### config.mk
export PLATFORM = sky130hd
export DESIGN_NAME = sar_conv_seq
export DESIGN_NICKNAME = d
export VERILOG_FILES = /design/src/rtl/sar_seq_pkg.sv /design/src/rtl/sar_edge_det.sv /design/src/rtl/sar_timer.sv /design/src/rtl/sar_search.sv /design/src/rtl/sar_conv_seq.sv
export SDC_FILE = /design/constraint.sdc
export NUM_CORES = 1
export LEC_CHECK = 0
export BUFFER_PORTS_ARGS = -buffer_cell sky130_fd_sc_hd__clkbuf_2
export CORE_MARGIN = 4
export CORE_UTILIZATION = 40
export DETAILED_ROUTE_END_ITERATION = 6
export GPL_TIMING_DRIVEN = 1
export SLEW_MARGIN = 0
export SYNTH_ARGS = -nofsm -noshare
export SYNTH_HDL_FRONTEND = slang
export SYNTH_SLANG_ARGS = --single-unit
export TNS_END_PERCENT = 30
### constraint.sdc
create_clock -name clk -period 3.7 [get_ports clk]
set_input_delay 0.74 -clock clk [delete_from_list [all_inputs] [get_ports clk]]
set_output_delay 0.74 -clock clk [all_outputs]
set_load 0.005 [all_outputs]
### src/rtl/sar_seq_pkg.sv
`timescale 1ns/1ps
package sar_seq_pkg;
   typedef enum logic [2:0] {
      ST_OFF    = 3'd0,
      ST_PWRUP  = 3'd1,
      ST_READY  = 3'd2,
      ST_SEARCH = 3'd3,
      ST_FINISH = 3'd4
   } seq_state_e;
endpackage

### src/rtl/sar_edge_det.sv
`timescale 1ns/1ps
// Edge detector with an optional synchronizer chain in front.
module sar_edge_det #(
   parameter int SYNC_STAGES = 0
) (
   input  logic clk,
   input  logic rst_n,
   input  logic din,
   output logic level,
   output logic rise,
   output logic fall
);
   logic prev_q;

   generate
      if (SYNC_STAGES == 0) begin : g_direct
         assign level = din;
      end else begin : g_sync
         logic [SYNC_STAGES-1:0] sync_q;
         always_ff @(posedge clk or negedge rst_n) begin
            if (!rst_n) begin
               sync_q <= '0;
            end else begin
               sync_q[0] <= din;
               for (int i = 1; i < SYNC_STAGES; i++) sync_q[i] <= sync_q[i-1];
            end
         end
         assign level = sync_q[SYNC_STAGES-1];
      end
   endgenerate

   always_ff @(posedge clk or negedge rst_n) begin
      if (!rst_n) prev_q <= 1'b0;
      else        prev_q <= level;
   end

   assign rise = level & ~prev_q;
   assign fall = ~level & prev_q;
endmodule

### src/rtl/sar_timer.sv
`timescale 1ns/1ps
// Loadable down counter that parks at zero.
module sar_timer #(
   parameter int CW = 8
) (
   input  logic          clk,
   input  logic          rst_n,
   input  logic          load,
   input  logic [CW-1:0] load_val,
   output logic          zero
);
   logic [CW-1:0] cnt_q;

   always_ff @(posedge clk or negedge rst_n) begin
      if (!rst_n)             cnt_q <= '0;
      else if (load)          cnt_q <= load_val;
      else if (cnt_q != '0)   cnt_q <= cnt_q - 1'b1;
   end

   assign zero = (cnt_q == '0);
endmodule

### src/rtl/sar_search.sv
`timescale 1ns/1ps
// Binary search register: one-hot trial mask walking from MSB to LSB.
module sar_search #(
   parameter int W = 8
) (
   input  logic         clk,
   input  logic         rst_n,
   input  logic         start,
   input  logic         step,
   input  logic         cmp_ge,
   output logic [W-1:0] trial,
   output logic [W-1:0] acc,
   output logic         last
);
   logic [W-1:0] mask_q;
   logic [W-1:0] acc_q;

   always_ff @(posedge clk or negedge rst_n) begin
      if (!rst_n) begin
         mask_q <= '0;
         acc_q  <= '0;
      end else if (start) begin
         mask_q <= {1'b1, {(W-1){1'b0}}};
         acc_q  <= '0;
      end else if (step) begin
         if (cmp_ge) acc_q <= acc_q | mask_q;
         mask_q <= mask_q >> 1;
      end
   end

   assign trial = acc_q | mask_q;
   assign acc   = acc_q;
   assign last  = mask_q[0];
endmodule

### src/rtl/sar_conv_seq.sv
`timescale 1ns/1ps
// Conversion and power sequencer for a successive-approximation converter.
module sar_conv_seq
   import sar_seq_pkg::*;
#(
   parameter int W           = 8,
   parameter int PWRUP_CYC   = 200,
   parameter int BIT_CYC     = 100,
   parameter int ACQ_CYC     = 20,
   parameter int SYNC_STAGES = 0
) (
   input  logic         clk,
   input  logic         rst_n,
   input  logic         conv_start_n,
   input  logic         cmp_ge,
   input  logic         rd_busy,
   output logic [W-1:0] dac_code,
   output logic         hold,
   output logic         pwr_en,
   output logic [W-1:0] result,
   output logic         result_valid,
   output logic         busy
);
   localparam int TMAX = (PWRUP_CYC > ACQ_CYC) ? PWRUP_CYC : ACQ_CYC;
   localparam int TW   = $clog2(TMAX + 1);
   localparam int BW   = $clog2(BIT_CYC + 1);

   generate
      if (W < 2) begin : g_bad_w
         $error("sar_conv_seq: W must be at least 2");
      end
      if (PWRUP_CYC < 1 || BIT_CYC < 1 || ACQ_CYC < 1) begin : g_bad_cyc
         $error("sar_conv_seq: cycle counts must be at least 1");
      end
      if (SYNC_STAGES < 0) begin : g_bad_sync
         $error("sar_conv_seq: SYNC_STAGES must not be negative");
      end
   endgenerate

   seq_state_e   state_q, state_d;
   logic         cs_level, cs_rise, cs_fall;
   logic         pend_q, keep_q;
   logic         tmr_load, tmr_zero;
   logic [TW-1:0] tmr_val;
   logic         bit_load, bit_zero;
   logic         begin_conv, latch, step, eoc;
   logic         srch_last;
   logic [W-1:0] srch_acc, srch_trial;
   logic [W-1:0] result_q;
   logic         valid_q;

   sar_edge_det #(.SYNC_STAGES(SYNC_STAGES)) u_edge (
      .clk   (clk),
      .rst_n (rst_n),
      .din   (conv_start_n),
      .level (cs_level),
      .rise  (cs_rise),
      .fall  (cs_fall)
   );

   // Shared timer: power-up count, then acquisition window.
   sar_timer #(.CW(TW)) u_ptmr (
      .clk      (clk),
      .rst_n    (rst_n),
      .load     (tmr_load),
      .load_val (tmr_val),
      .zero     (tmr_zero)
   );

   sar_timer #(.CW(BW)) u_btmr (
      .clk      (clk),
      .rst_n    (rst_n),
      .load     (bit_load),
      .load_val (BW'(BIT_CYC - 1)),
      .zero     (bit_zero)
   );

   sar_search #(.W(W)) u_srch (
      .clk    (clk),
      .rst_n  (rst_n),
      .start  (begin_conv),
      .step   (step),
      .cmp_ge (cmp_ge),
      .trial  (srch_trial),
      .acc    (srch_acc),
      .last   (srch_last)
   );

   assign step     = (state_q == ST_SEARCH) && bit_zero;
   assign eoc      = step && srch_last;
   assign bit_load = begin_conv | step;

   always_comb begin
      state_d    = state_q;
      begin_conv = 1'b0;
      latch      = 1'b0;
      tmr_load   = 1'b0;
      tmr_val    = '0;
      case (state_q)
         ST_OFF: begin
            if (cs_rise) begin
               state_d  = ST_PWRUP;
               tmr_load = 1'b1;
               tmr_val  = TW'(PWRUP_CYC - 1);
            end
         end
         ST_PWRUP: begin
            if (tmr_zero) begin
               if (pend_q || cs_fall) begin
                  begin_conv = 1'b1;
                  state_d    = ST_SEARCH;
               end else begin
                  state_d = ST_READY;
               end
            end
         end
         ST_READY: begin
            if (tmr_zero && (pend_q || cs_fall)) begin
               begin_conv = 1'b1;
               state_d    = ST_SEARCH;
            end
         end
         ST_SEARCH: begin
            if (eoc) state_d = ST_FINISH;
         end
         ST_FINISH: begin
            if (!rd_busy) begin
               latch = 1'b1;
               if (keep_q) begin
                  state_d  = ST_READY;
                  tmr_load = 1'b1;
                  tmr_val  = TW'(ACQ_CYC - 1);
               end else begin
                  state_d = ST_OFF;
               end
            end
         end
         default: state_d = ST_OFF;
      endcase
   end

   always_ff @(posedge clk or negedge rst_n) begin
      if (!rst_n) begin
         state_q  <= ST_OFF;
         pend_q   <= 1'b0;
         keep_q   <= 1'b0;
         result_q <= '0;
         valid_q  <= 1'b0;
      end else begin
         state_q <= state_d;
         valid_q <= latch;
         if (latch) result_q <= srch_acc;
         if (eoc) keep_q <= cs_level;
         if (begin_conv || state_d == ST_OFF)
            pend_q <= 1'b0;
         else if ((state_q == ST_PWRUP || state_q == ST_READY) && cs_fall)
            pend_q <= 1'b1;
      end
   end

   assign dac_code     = srch_trial;
   assign hold         = (state_q == ST_SEARCH);
   assign busy         = (state_q == ST_SEARCH) || (state_q == ST_FINISH);
   assign pwr_en       = (state_q != ST_OFF) && !((state_q == ST_FINISH) && !keep_q);
   assign result       = result_q;
   assign result_valid = valid_q;
endmodule

==> metrics.yaml, run 1 <==
grt_setup_unrepaired: "false"
cts_tree: "yes"
die_w_um: 82.5
postRouteAntennaNets: 0
pin_count_of_the_biggest_net_entering_global_routing: 26
path_cells: "inv_1 > ha_1 > nor4b_4 > and2_1 > o211a_1 > nor3_1"
cts.repair.resized: 0
crit_arrival_ns: 2.59
nets: 242
synth.distinct_cells: 41
cts_post_setup_buffers_inserted: 0
core.rowCount: 26
fin_crit_sh: 0.661
clock-root-buffer: "sky130_fd_sc_hd__clkbuf_8"
ys_ff_latch: 46
async_reset_ff_frac: 1.00
worst_slew_pin_slew_ns: 0.744
vias_per_cell: 5.26
routedLengthMet1_um: 2090
worst_path_largest_cell_delay_ns: 0.69
clock_insertion_delay_worst_skew_ns: 0.29
floorplan.die_area_um2: 6800
worstSetupStartpointType: "flip-flop"
p_total_mw: 1.62
synth_ff_type: "sky130_fd_sc_hd__dfrtp_1"
max-cap-violations: 0
grt_pass1_wl_um: 7850
numPortBuffers: 24
num_io_pins: 25
detailroute.wirelength.met3_um: 169
cp_data_required_time_ns: 3.84
power.ir.vdd_worst_mv: 0.321
final_layout_size_suffix_gt1_frac: 0.247
routed_wirelength_um: 4330
fin_skew_ns: 0.00571
coreArea_um2: 5240
hpwl_um: 3080
postLayoutCoreUtil: 0.477
layout_common_cells: "sky130_fd_sc_hd__dfrtp_1 (46), sky130_fd_sc_hd__nor2_1 (26), sky130_fd_sc_hd__clkbuf_2 (24), sky130_fd_sc_hd__nand2_1 (14), sky130_fd_sc_hd__a31oi_1 (11)"
power_per_cell_area_nw_per_um2: 647
criticalPathCategory: "flip-flop to flip-flop"
drt_first_iter_violations: 52
slew_headroom: 0.504
end_kind: "flip-flop"
htreeDepth: 2
top_metal_layer_carrying_routed_signals: "met4"
initial_core_util: 0.424
placement.cell_area_um2: 2390
final.min_clock_period_ns: 2.44
n_antenna_cell: 0
clk_pin_slew_worst_paths_ns: 0.08
fmax_mhz: 409
finalSetupViolations: 0
max-clock-path-buffers: 2
tritoncts.num_buffers: 5
grtUsageTotal: 0.149
final_common_cell: "sky130_fd_sc_hd__dfrtp_1"
clkSinkCount: 46
path_buf_inv: 1
ctsHoldBuffers: 0
num_vias: 1604
met2_length_um: 2060
worst_hold_path_type: "primary input to async pin"
finalHoldViolCount: 0
path_max_fanout: 25
finalSetupTns_ns: 0
dr.pass1.iters: 4
run_status: "completed"
synth-seq-area-share: 0.519
drt-wirelength-per-cell_um: 14.2
first_global_vias: 1687
leakage_nw: 1.13
netlist_instances: 210
critical-path-slowest-cell: "sky130_fd_sc_hd__o211a_1"
report.final.slew_viol_count: 0
area_delta_synth_final_pct: 12.6
layout.cell_area.non_filler_um2: 2500
synth_nets: 218
die-height_um: 82.5
globalRoute.totalOverflow: 0
cpLargestDelayFamily: "simple AND/OR/NAND/NOR gates"
synth_area_per_inst_um2: 10.6
synth_enable_flop_cells: 0
drcViolationCount: 0
gp_congestion: 0.791
mappedNetlistArea_um2: 2220
synth.yosys.warnings: 0
antenna_found_initial: 0
==> worst paths after layout <==
check | start | endpoint | slack (ns) | cells after the start
worst max-delay path | u_ptmr.cnt_q[0] | u_btmr.cnt_q[3] | 1.26 | 6
worst min-delay path | rst_n | u_btmr.cnt_q[4] | 0.41 | 1
worst max register to register | u_ptmr.cnt_q[0] | u_btmr.cnt_q[3] | 1.26 | 6
worst min register to register | result[7] | result[7] | 0.51 | 1
max in group asynchronous | rst_n | result_valid | 2.57 | 2
min in group clk | result[7] | result[7] | 0.51 | 1
==> stage by stage <==
step                      setup WS [ns]  hold slack [ns]  cells
after floorplan                    1.84            0.444    210
after global placement             1.33            0.493    297
after detailed placement           1.25            0.495    297
after CTS                          1.22            0.427    305
after global routing               1.06            0.449    305
final                              1.26            0.413    305
==> flip-flops by register name, indices dropped and copies added (netlist names) <==
signal	flops
result	8
u_ptmr.cnt_q	8
u_srch.acc	8
u_srch.mask_q	8
u_btmr.cnt_q	7
state_q	3
keep_q	1
pend_q	1
result_valid	1
u_edge.prev_q	1
==> cell type report <==
class | instances | area [um^2]
clock buffers | 7 | 76.3
well taps | 70 | 87.6
inverters | 9 | 33.8
fillers | 496 | 2740
repair buffers | 27 | 143
multi-input cells | 145 | 977
clock inverters | 1 | 30.0
flip-flops and latches | 46 | 1150
==> cell usage after synthesis, types with 3 or more instances <==
| library cell | number | area share |
|---|---|---|
| sky130_fd_sc_hd__buf_2 | 3 | 0.0068 |
| sky130_fd_sc_hd__or3_1 | 4 | 0.011 |
| sky130_fd_sc_hd__o211ai_1 | 3 | 0.010 |
| sky130_fd_sc_hd__nand2_1 | 14 | 0.024 |
| sky130_fd_sc_hd__mux2_2 | 9 | 0.046 |
| sky130_fd_sc_hd__and2_1 | 3 | 0.0085 |
| sky130_fd_sc_hd__nor2_1 | 26 | 0.044 |
| sky130_fd_sc_hd__a31oi_1 | 11 | 0.031 |
| sky130_fd_sc_hd__or2_2 | 10 | 0.028 |
| sky130_fd_sc_hd__buf_6 | 3 | 0.015 |
| sky130_fd_sc_hd__a21oi_1 | 4 | 0.0090 |
| sky130_fd_sc_hd__clkbuf_1 | 4 | 0.0068 |
| sky130_fd_sc_hd__o21ai_0 | 8 | 0.018 |
| sky130_fd_sc_hd__nor3_1 | 4 | 0.0090 |
| sky130_fd_sc_hd__a21o_1 | 4 | 0.014 |
| sky130_fd_sc_hd__ha_1 | 3 | 0.017 |
| sky130_fd_sc_hd__inv_1 | 9 | 0.015 |
| sky130_fd_sc_hd__mux2i_1 | 9 | 0.041 |
| sky130_fd_sc_hd__dfrtp_1 | 46 | 0.52 |
| sky130_fd_sc_hd__xnor2_1 | 4 | 0.016 |
| sky130_fd_sc_hd__nand3_1 | 4 | 0.0090 |
==> worst reg2reg max path, stage by stage (launching register included) <==
cell and delay [ns]:
sky130_fd_sc_hd__dfrtp_1 0.40, sky130_fd_sc_hd__inv_1 0.10, sky130_fd_sc_hd__ha_1 0.23, sky130_fd_sc_hd__nor4b_4 0.39
sky130_fd_sc_hd__and2_1 0.36, sky130_fd_sc_hd__o211a_1 0.69, sky130_fd_sc_hd__nor3_1 0.14
==> metal layers <==
layer | global-route usage | up-vias
li1 | - | 775
met1 | 0.205 | 798
met2 | 0.234 | 29
met3 | 0.0347 | 2
met4 | 0.0425 | 0
met5 | 0 | -
==> report_power, final <==
group	switching, mW	total, mW	leakage [nW]	internal (mW)
logic	0.243	0.488	0.520	0.245
clock network	0.163	0.365	0.0524	0.202
registers	0.135	0.764	0.561	0.629
==> cells by family after synthesis <==
family / synth area share
mux: 0.0930
xor+xnor: 0.0237
fa+ha+maj: 0.0169
buf+inv: 0.0440
compound gates: 0.117
simple gates: 0.187
flops: 0.519
Note: power is estimated with default switching activity, not from simulation.
==> run 2: changes to the inputs <==
==> constraint.sdc (replaced) <==
create_clock -name clk -period 1.97 [get_ports clk]
set_input_delay 0.394 -clock clk [delete_from_list [all_inputs] [get_ports clk]]
set_output_delay 0.394 -clock clk [all_outputs]
set_load 0.005 [all_outputs]
==> run 2 against run 1 <==
  * Core utilization is 1.7 points higher
  * Flip-flop and latch count stayed put
  * Sequential power grew 88%
  * Register-to-register slack worse by 1.1 ns
  * Routed wire length decreased by 0.12%
  * Count of clock-buffer cells in the layout fell by 1
  * Via count is 1.4% higher
  * Non-clock buffer count grew 8
  * Worst hold slack lost 0.39 ns
==> metrics.yaml, run 2 (synthesized netlist as in run 1, its figures left out) <==
worst_path_largest_cell_delay_ns: 0.54  # was 0.69 ns
num_vias: 1627  # was 1604
pin_count_of_the_biggest_net_entering_global_routing: 32  # was 26
setup.worst_path.end: "state_q[1]"  # was u_btmr.cnt_q[3]
path_buf_inv: 0  # was 1
tritoncts.num_buffers: 5  # unchanged
cp_num_cells: 4  # was 6
placement.cell_area_um2: 2480  # was 2390 um^2
max-cap-violations: 0  # unchanged
report.final.slew_viol_count: 0  # unchanged
run_status: "completed"  # unchanged
reg2reg_from: "u_btmr.cnt_q[2]"  # was u_ptmr.cnt_q[0]
postRouteAntennaNets: 0  # unchanged
layout_common_cells: "sky130_fd_sc_hd__dfrtp_1 (46), sky130_fd_sc_hd__nor2_1 (26), sky130_fd_sc_hd__clkbuf_2 (24), sky130_fd_sc_hd__nand2_1 (14), sky130_fd_sc_hd__a31oi_1 (11)"  # unchanged
area_delta_synth_final_pct: 16.6  # was 12.6%
coreArea_um2: 5240  # unchanged
worst_slew_pin_slew_ns: 0.520  # was 0.744 ns
die_w_um: 82.5  # unchanged
hpwl_um: 3040  # was 3080 um
worstSetupStartpointType: "flip-flop"  # unchanged
cts_tree: "yes"  # unchanged
leakage_nw: 1.18  # was 1.13 nW
core.rowCount: 26  # unchanged
routed_wirelength_um: 4320  # was 4330 um
numPortBuffers: 24  # unchanged
max-clock-path-buffers: 2  # unchanged
dr.pass1.iters: 4  # unchanged
final_common_cell: "sky130_fd_sc_hd__dfrtp_1"  # unchanged
postLayoutCoreUtil: 0.494  # was 0.477
grt_pass1_wl_um: 7360  # was 7850 um
slew_headroom: 0.644  # was 0.504
floorplan.die_area_um2: 6800  # unchanged
worst-r2r-setup-slack_ns: 0.13  # was 1.26 ns
fmax_mhz: 543  # was 409 MHz
whs_ns: 0.0213  # was 0.413 ns
vias_per_cell: 5.20  # was 5.26
drt-wirelength-per-cell_um: 13.8  # was 14.2 um
grtUsageTotal: 0.141  # was 0.149
fin_skew_ns: 0.00541  # was 0.00571 ns
timing.rr.end: "state_q[1]"  # was u_btmr.cnt_q[3]
clock-root-buffer: "sky130_fd_sc_hd__clkbuf_8"  # unchanged
worst_hold_path_type: "primary input to async pin"  # unchanged
layout.cell_area.non_filler_um2: 2590  # was 2500 um^2
initial_core_util: 0.424  # unchanged
finalHoldViolCount: 0  # unchanged
p_total_mw: 3.09  # was 1.62 mW
path_max_fanout: 5  # was 25
final_layout_size_suffix_gt1_frac: 0.276  # was 0.247
first_global_vias: 1581  # was 1687
final.min_clock_period_ns: 1.84  # was 2.44 ns
sequentialPowerShare: 0.466  # was 0.472
critical-path-slowest-cell: "sky130_fd_sc_hd__or4_4"  # was sky130_fd_sc_hd__o211a_1
finalSetupViolations: 0  # unchanged
cts_post_setup_buffers_inserted: 0  # unchanged
end_kind: "flip-flop"  # unchanged
power.ir.vdd_worst_mv: 0.543  # was 0.321 mV
clk_pin_slew_worst_paths_ns: 0.09  # was 0.08 ns
worstRegToRegCells: 4  # was 6
drcViolationCount: 0  # unchanged
power_per_cell_area_nw_per_um2: 1190  # was 647 nW/um^2
path_cells: "or4_4 > nor2_1 > nand2_1 > a221o_1"  # was inv_1 > ha_1 > nor4b_4 > and2_1 > o211a_1 > nor3_1
switching_share: 0.335  # about the same
fin_crit_sh: 0.935  # was 0.661
htreeDepth: 2  # unchanged
num_io_pins: 25  # unchanged
clock_insertion_delay_worst_skew_ns: 0.30  # was 0.29 ns
power_switching_mw: 1.03  # was 0.541 mW
clkSinkCount: 46  # unchanged
die-height_um: 82.5  # unchanged
part_of_the_total_power_dissipated_in_the_clock_network: 0.226  # about the same
globalRoute.totalOverflow: 0  # unchanged
n_antenna_cell: 0  # unchanged
antenna_found_initial: 0  # unchanged
drt_first_iter_violations: 59  # was 52
ctsHoldBuffers: 0  # unchanged
startpoint: "u_btmr.cnt_q[2]"  # was u_ptmr.cnt_q[0]
criticalPathCategory: "flip-flop to flip-flop"  # unchanged
power_report.internal_total_mw: 2.05  # was 1.08 mW
cp_data_required_time_ns: 2.16  # was 3.84 ns
cpLargestDelayFamily: "simple AND/OR/NAND/NOR gates"  # unchanged
p_comb_frac: 0.309  # was 0.302
gp_congestion: 0.773  # was 0.791
grt_setup_unrepaired: "false"  # unchanged
nets: 250  # was 242
crit_arrival_ns: 2.03  # was 2.59 ns
finalSetupTns_ns: 0  # unchanged
==> run 2: cell count changes in the layout (fill, tap and decap cells not counted) <==
cell                         change
sky130_fd_sc_hd__buf_12          +2
sky130_fd_sc_hd__buf_4           +6
sky130_fd_sc_hd__clkbuf_1        -1
sky130_fd_sc_hd__clkinvlp_4      +1
sky130_fd_sc_hd__o21ai_1         +1
sky130_fd_sc_hd__o21ai_0         -1
==> run 2: cell type report <==
cell class / instances / area (um^2)
Clock buffer: 6 / 72.6
Clock inverter: 2 / 37.5
Fill cell: 502 / 2650
Inverter: 9 / 33.8
Multi-Input combinational cell: 145 / 977
Sequential cell: 46 / 1150
Tap cell: 70 / 87.6
Timing Repair Buffer: 35 / 228
==> run 2: repair_timing <==
item | CTS | global route
gates resized for setup | 0 | 1
setup endpoints to repair | 0 | 4
endpoints found under the hold margin | 0 | 0
==> run 2: how the worst min path moves through the flow <==
stage	from	endpoint	slack, ns	cells past startpoint
after floorplan	rst_n	keep_q	0.1	0
after global placement	rst_n	result[6]	0.36	1
after detailed placement	rst_n	result[6]	0.36	1
after CTS	rst_n	result[6]	0.02	1
after global routing	rst_n	result[7]	0.03	1
final	rst_n	result[6]	0.02	1
==> run 2: worst register-to-register path: cells and delay by family, from the launching register on <==
family / cells / cell delay, ns
flip-flops: 1 / 0.42
AO/OA/AOI/OAI: 1 / 0.35
AND/OR/NAND/NOR: 3 / 0.97
==> run 2: power by group through the flow <==
stage / combinational, mW / sequential (mW) / clock (mW)
floorplan: 0.745 / 1.37 / 0
global placement: 0.944 / 1.45 / 0
detailed placement: 0.960 / 1.45 / 0
CTS: 0.968 / 1.43 / 0.730
global route: 1.09 / 1.48 / 0.766
finish: 0.954 / 1.44 / 0.696
==> run 2: per-stage QoR <==
stage | cells | setup WS [ns]
3_3_place_gp | 305 | 0.137
2_1_floorplan | 210 | 0.107
6_report | 313 | 0.128
3_5_place_dp | 305 | 0.117
5_1_grt | 313 | 0.0300
4_1_cts | 313 | 0.0907
==> run 2: per-layer routing <==
metal  vias to the layer above  wire length, um  GRT usage
met3                         7              137     0.0369
met1                       801             2150      0.193
met2                        22             1990      0.220
met5                         -                0          0
li1                        797                -          -
met4                         0               48     0.0441
==> run 3: changes to the inputs <==
--- a/config.mk
+++ b/config.mk
@@ -6,6 +6,7 @@
 export NUM_CORES = 1
 export LEC_CHECK = 0
 export BUFFER_PORTS_ARGS = -buffer_cell sky130_fd_sc_hd__clkbuf_2
+export CORE_ASPECT_RATIO = 1.4
 export CORE_MARGIN = 4
 export CORE_UTILIZATION = 40
 export DETAILED_ROUTE_END_ITERATION = 6
==> run 3 against run 2 <==
  * Global-route usage up 0.14 points
  * Via count down 0.49%
  * Final area rose by 0.15%
  * Setup slack better by 0.011 ns
  * Die area increased by 0.25%
  * Combinational power increased by 2.3%
  * Clock power grew 0.7%
  * Final cell count is 1.6% lower
  * Flip-flop and latch count is the same
  * Sequential power about the same
  * Clock skew rose by 0.0019 ns
==> metrics.yaml, run 3 (synthesized netlist as in run 1, its figures left out) <==
run_status: "completed"  # unchanged
fin_skew_ns: 0.00732  # was 0.00541 ns
area_occupied_by_multi_input_gates_um2: 983  # was 977 um^2
dr.pass1.iters: 4  # unchanged
layoutNonFillerInstCount: 308  # was 313
path_max_fanout: 7  # was 5
path_cells: "nand3b_1 > inv_1 > clkbuf_2"  # was or4_4 > nor2_1 > nand2_1 > a221o_1
core.rowCount: 31  # was 26
coreArea_um2: 5280  # was 5240 um^2
fin_crit_sh: 0.929  # was 0.935
ctsHoldBuffers: 0  # unchanged
critical-path-slowest-cell: "sky130_fd_sc_hd__dfrtp_1"  # was sky130_fd_sc_hd__or4_4
cts_tree: "yes"  # unchanged
nets: 250  # unchanged
fmax_mhz: 546  # was 543 MHz
clock-root-buffer: "sky130_fd_sc_hd__clkbuf_8"  # unchanged
num_io_pins: 25  # unchanged
postRouteAntennaNets: 0  # unchanged
area_delta_synth_final_pct: 16.7  # was 16.6%
worst_slack_ns: 0.139  # was 0.128 ns
cpLargestDelayFamily: "flip-flops"  # was simple AND/OR/NAND/NOR gates
dpl_worst_slack_ns: 0.116  # was 0.117 ns
power_per_cell_area_nw_per_um2: 1200  # was 1190 nW/um^2
routed_wirelength_um: 4420  # was 4320 um
clock_insertion_delay_worst_skew_ns: 0.29  # was 0.30 ns
final_layout_size_suffix_gt1_frac: 0.277  # was 0.276
worst-r2r-setup-slack_ns: 0.14  # was 0.13 ns
clk_pin_slew_worst_paths_ns: 0.08  # was 0.09 ns
clkSinkCount: 46  # unchanged
max-cap-violations: 0  # unchanged
pin_count_of_the_biggest_net_entering_global_routing: 47  # was 32
vias_per_cell: 5.26  # was 5.20
initial_core_util: 0.421  # was 0.424
cp_data_required_time_ns: 1.58  # was 2.16 ns
final.min_clock_period_ns: 1.83  # was 1.84 ns
leakage_nw: 1.20  # was 1.18 nW
slew_headroom: 0.614  # was 0.644
cts.repair.resized: 0  # unchanged
floorplan.die_area_um2: 6820  # was 6800 um^2
num_vias: 1619  # was 1627
drt-wirelength-per-cell_um: 14.4  # was 13.8 um
numPortBuffers: 24  # unchanged
tritoncts.num_buffers: 5  # unchanged
grt_setup_unrepaired: "false"  # unchanged
grt_pass1_wl_um: 7720  # was 7360 um
die-height_um: 96.1  # was 82.5 um
report.final.slew_viol_count: 0  # unchanged
max-clock-path-buffers: 2  # unchanged
p_total_mw: 3.10  # was 3.09 mW
worst_path_largest_cell_delay_ns: 0.48  # was 0.54 ns
hpwl_um: 3140  # was 3040 um
antenna_found_initial: 0  # unchanged
finalSetupViolations: 0  # unchanged
cts_post_setup_buffers_inserted: 0  # unchanged
top_metal_layer_carrying_routed_signals: "met4"  # unchanged
finalHoldViolCount: 0  # unchanged
worst_hold_path_type: "primary input to async pin"  # unchanged
end_kind: "output pin"  # was flip-flop
crit_arrival_ns: 1.44  # was 2.03 ns
grtUsageTotal: 0.143  # was 0.141
fillCellCount: 529  # was 502
gp_congestion: 0.808  # was 0.773
routedLengthMet1_um: 1970  # was 2150 um
dp.cells: 301  # was 305
n_antenna_cell: 0  # unchanged
detailroute.wirelength.met3_um: 131  # was 137 um
finalSetupTns_ns: 0  # unchanged
worst_slew_pin_slew_ns: 0.580  # was 0.520 ns
final_common_cell: "sky130_fd_sc_hd__dfrtp_1"  # unchanged
htreeDepth: 2  # unchanged
die_w_um: 71.0  # was 82.5 um
area.sequential_um2: 1150  # unchanged
path_buf_inv: 2  # was 0
drt_first_iter_violations: 54  # was 59
met2_length_um: 2260  # was 1990 um
criticalPathCategory: "flip-flop to output pin"  # was flip-flop to flip-flop
globalRoute.totalOverflow: 0  # unchanged
drcViolationCount: 0  # unchanged
layout_common_cells: "sky130_fd_sc_hd__dfrtp_1 (46), sky130_fd_sc_hd__nor2_1 (26), sky130_fd_sc_hd__clkbuf_2 (24), sky130_fd_sc_hd__nand2_1 (14), sky130_fd_sc_hd__a31oi_1 (11)"  # unchanged
worstSetupStartpointType: "flip-flop"  # unchanged
first_global_vias: 1668  # was 1581
power.ir.vdd_worst_mv: 0.466  # was 0.543 mV
run 3: layer usage:
layer / vias to the layer above / track usage
li1: 803 / -
met1: 788 / 0.172
met2: 22 / 0.252
met3: 6 / 0.0303
met4: 0 / 0.0470
met5: - / 0
run 3: cell type report:
type,instances,share of cell area
clock buffers,6,0.0319
repair buffers,35,0.0879
flip-flops and latches,46,0.444
well taps,66,0.0319
multi-input cells,145,0.380
clock inverters,1,0.0116
inverters,9,0.0130
run 3: final timing paths:
check | startpoint | endpoint | cells past startpoint
setup / recovery | state_q[1] | hold | 3
hold / removal | rst_n | u_ptmr.cnt_q[6] | 2
setup reg to reg | u_btmr.cnt_q[3] | u_srch.mask_q[3] | 5
hold reg to reg | result[4] | result[4] | 1
max in group asynchronous | rst_n | u_srch.acc[2] | 2
min in group clk | conv_start_n | u_edge.prev_q | 1
run 3: through the flow:
step	utilization	cell area (um^2)	hold WS (ns)
2_1_floorplan	-	2220	0.0984
3_3_place_gp	0.469	2470	0.490
3_5_place_dp	0.469	2470	0.498
4_1_cts	0.490	2580	0.192
5_1_grt	0.491	2590	0.227
6_report	0.491	2590	0.175
run 3: report_power, final:
part / total [mW] / switching [mW] / internal (mW)
sequential: 1.42 / 0.239 / 1.18
combinational: 0.976 / 0.488 / 0.488
clock: 0.701 / 0.295 / 0.406
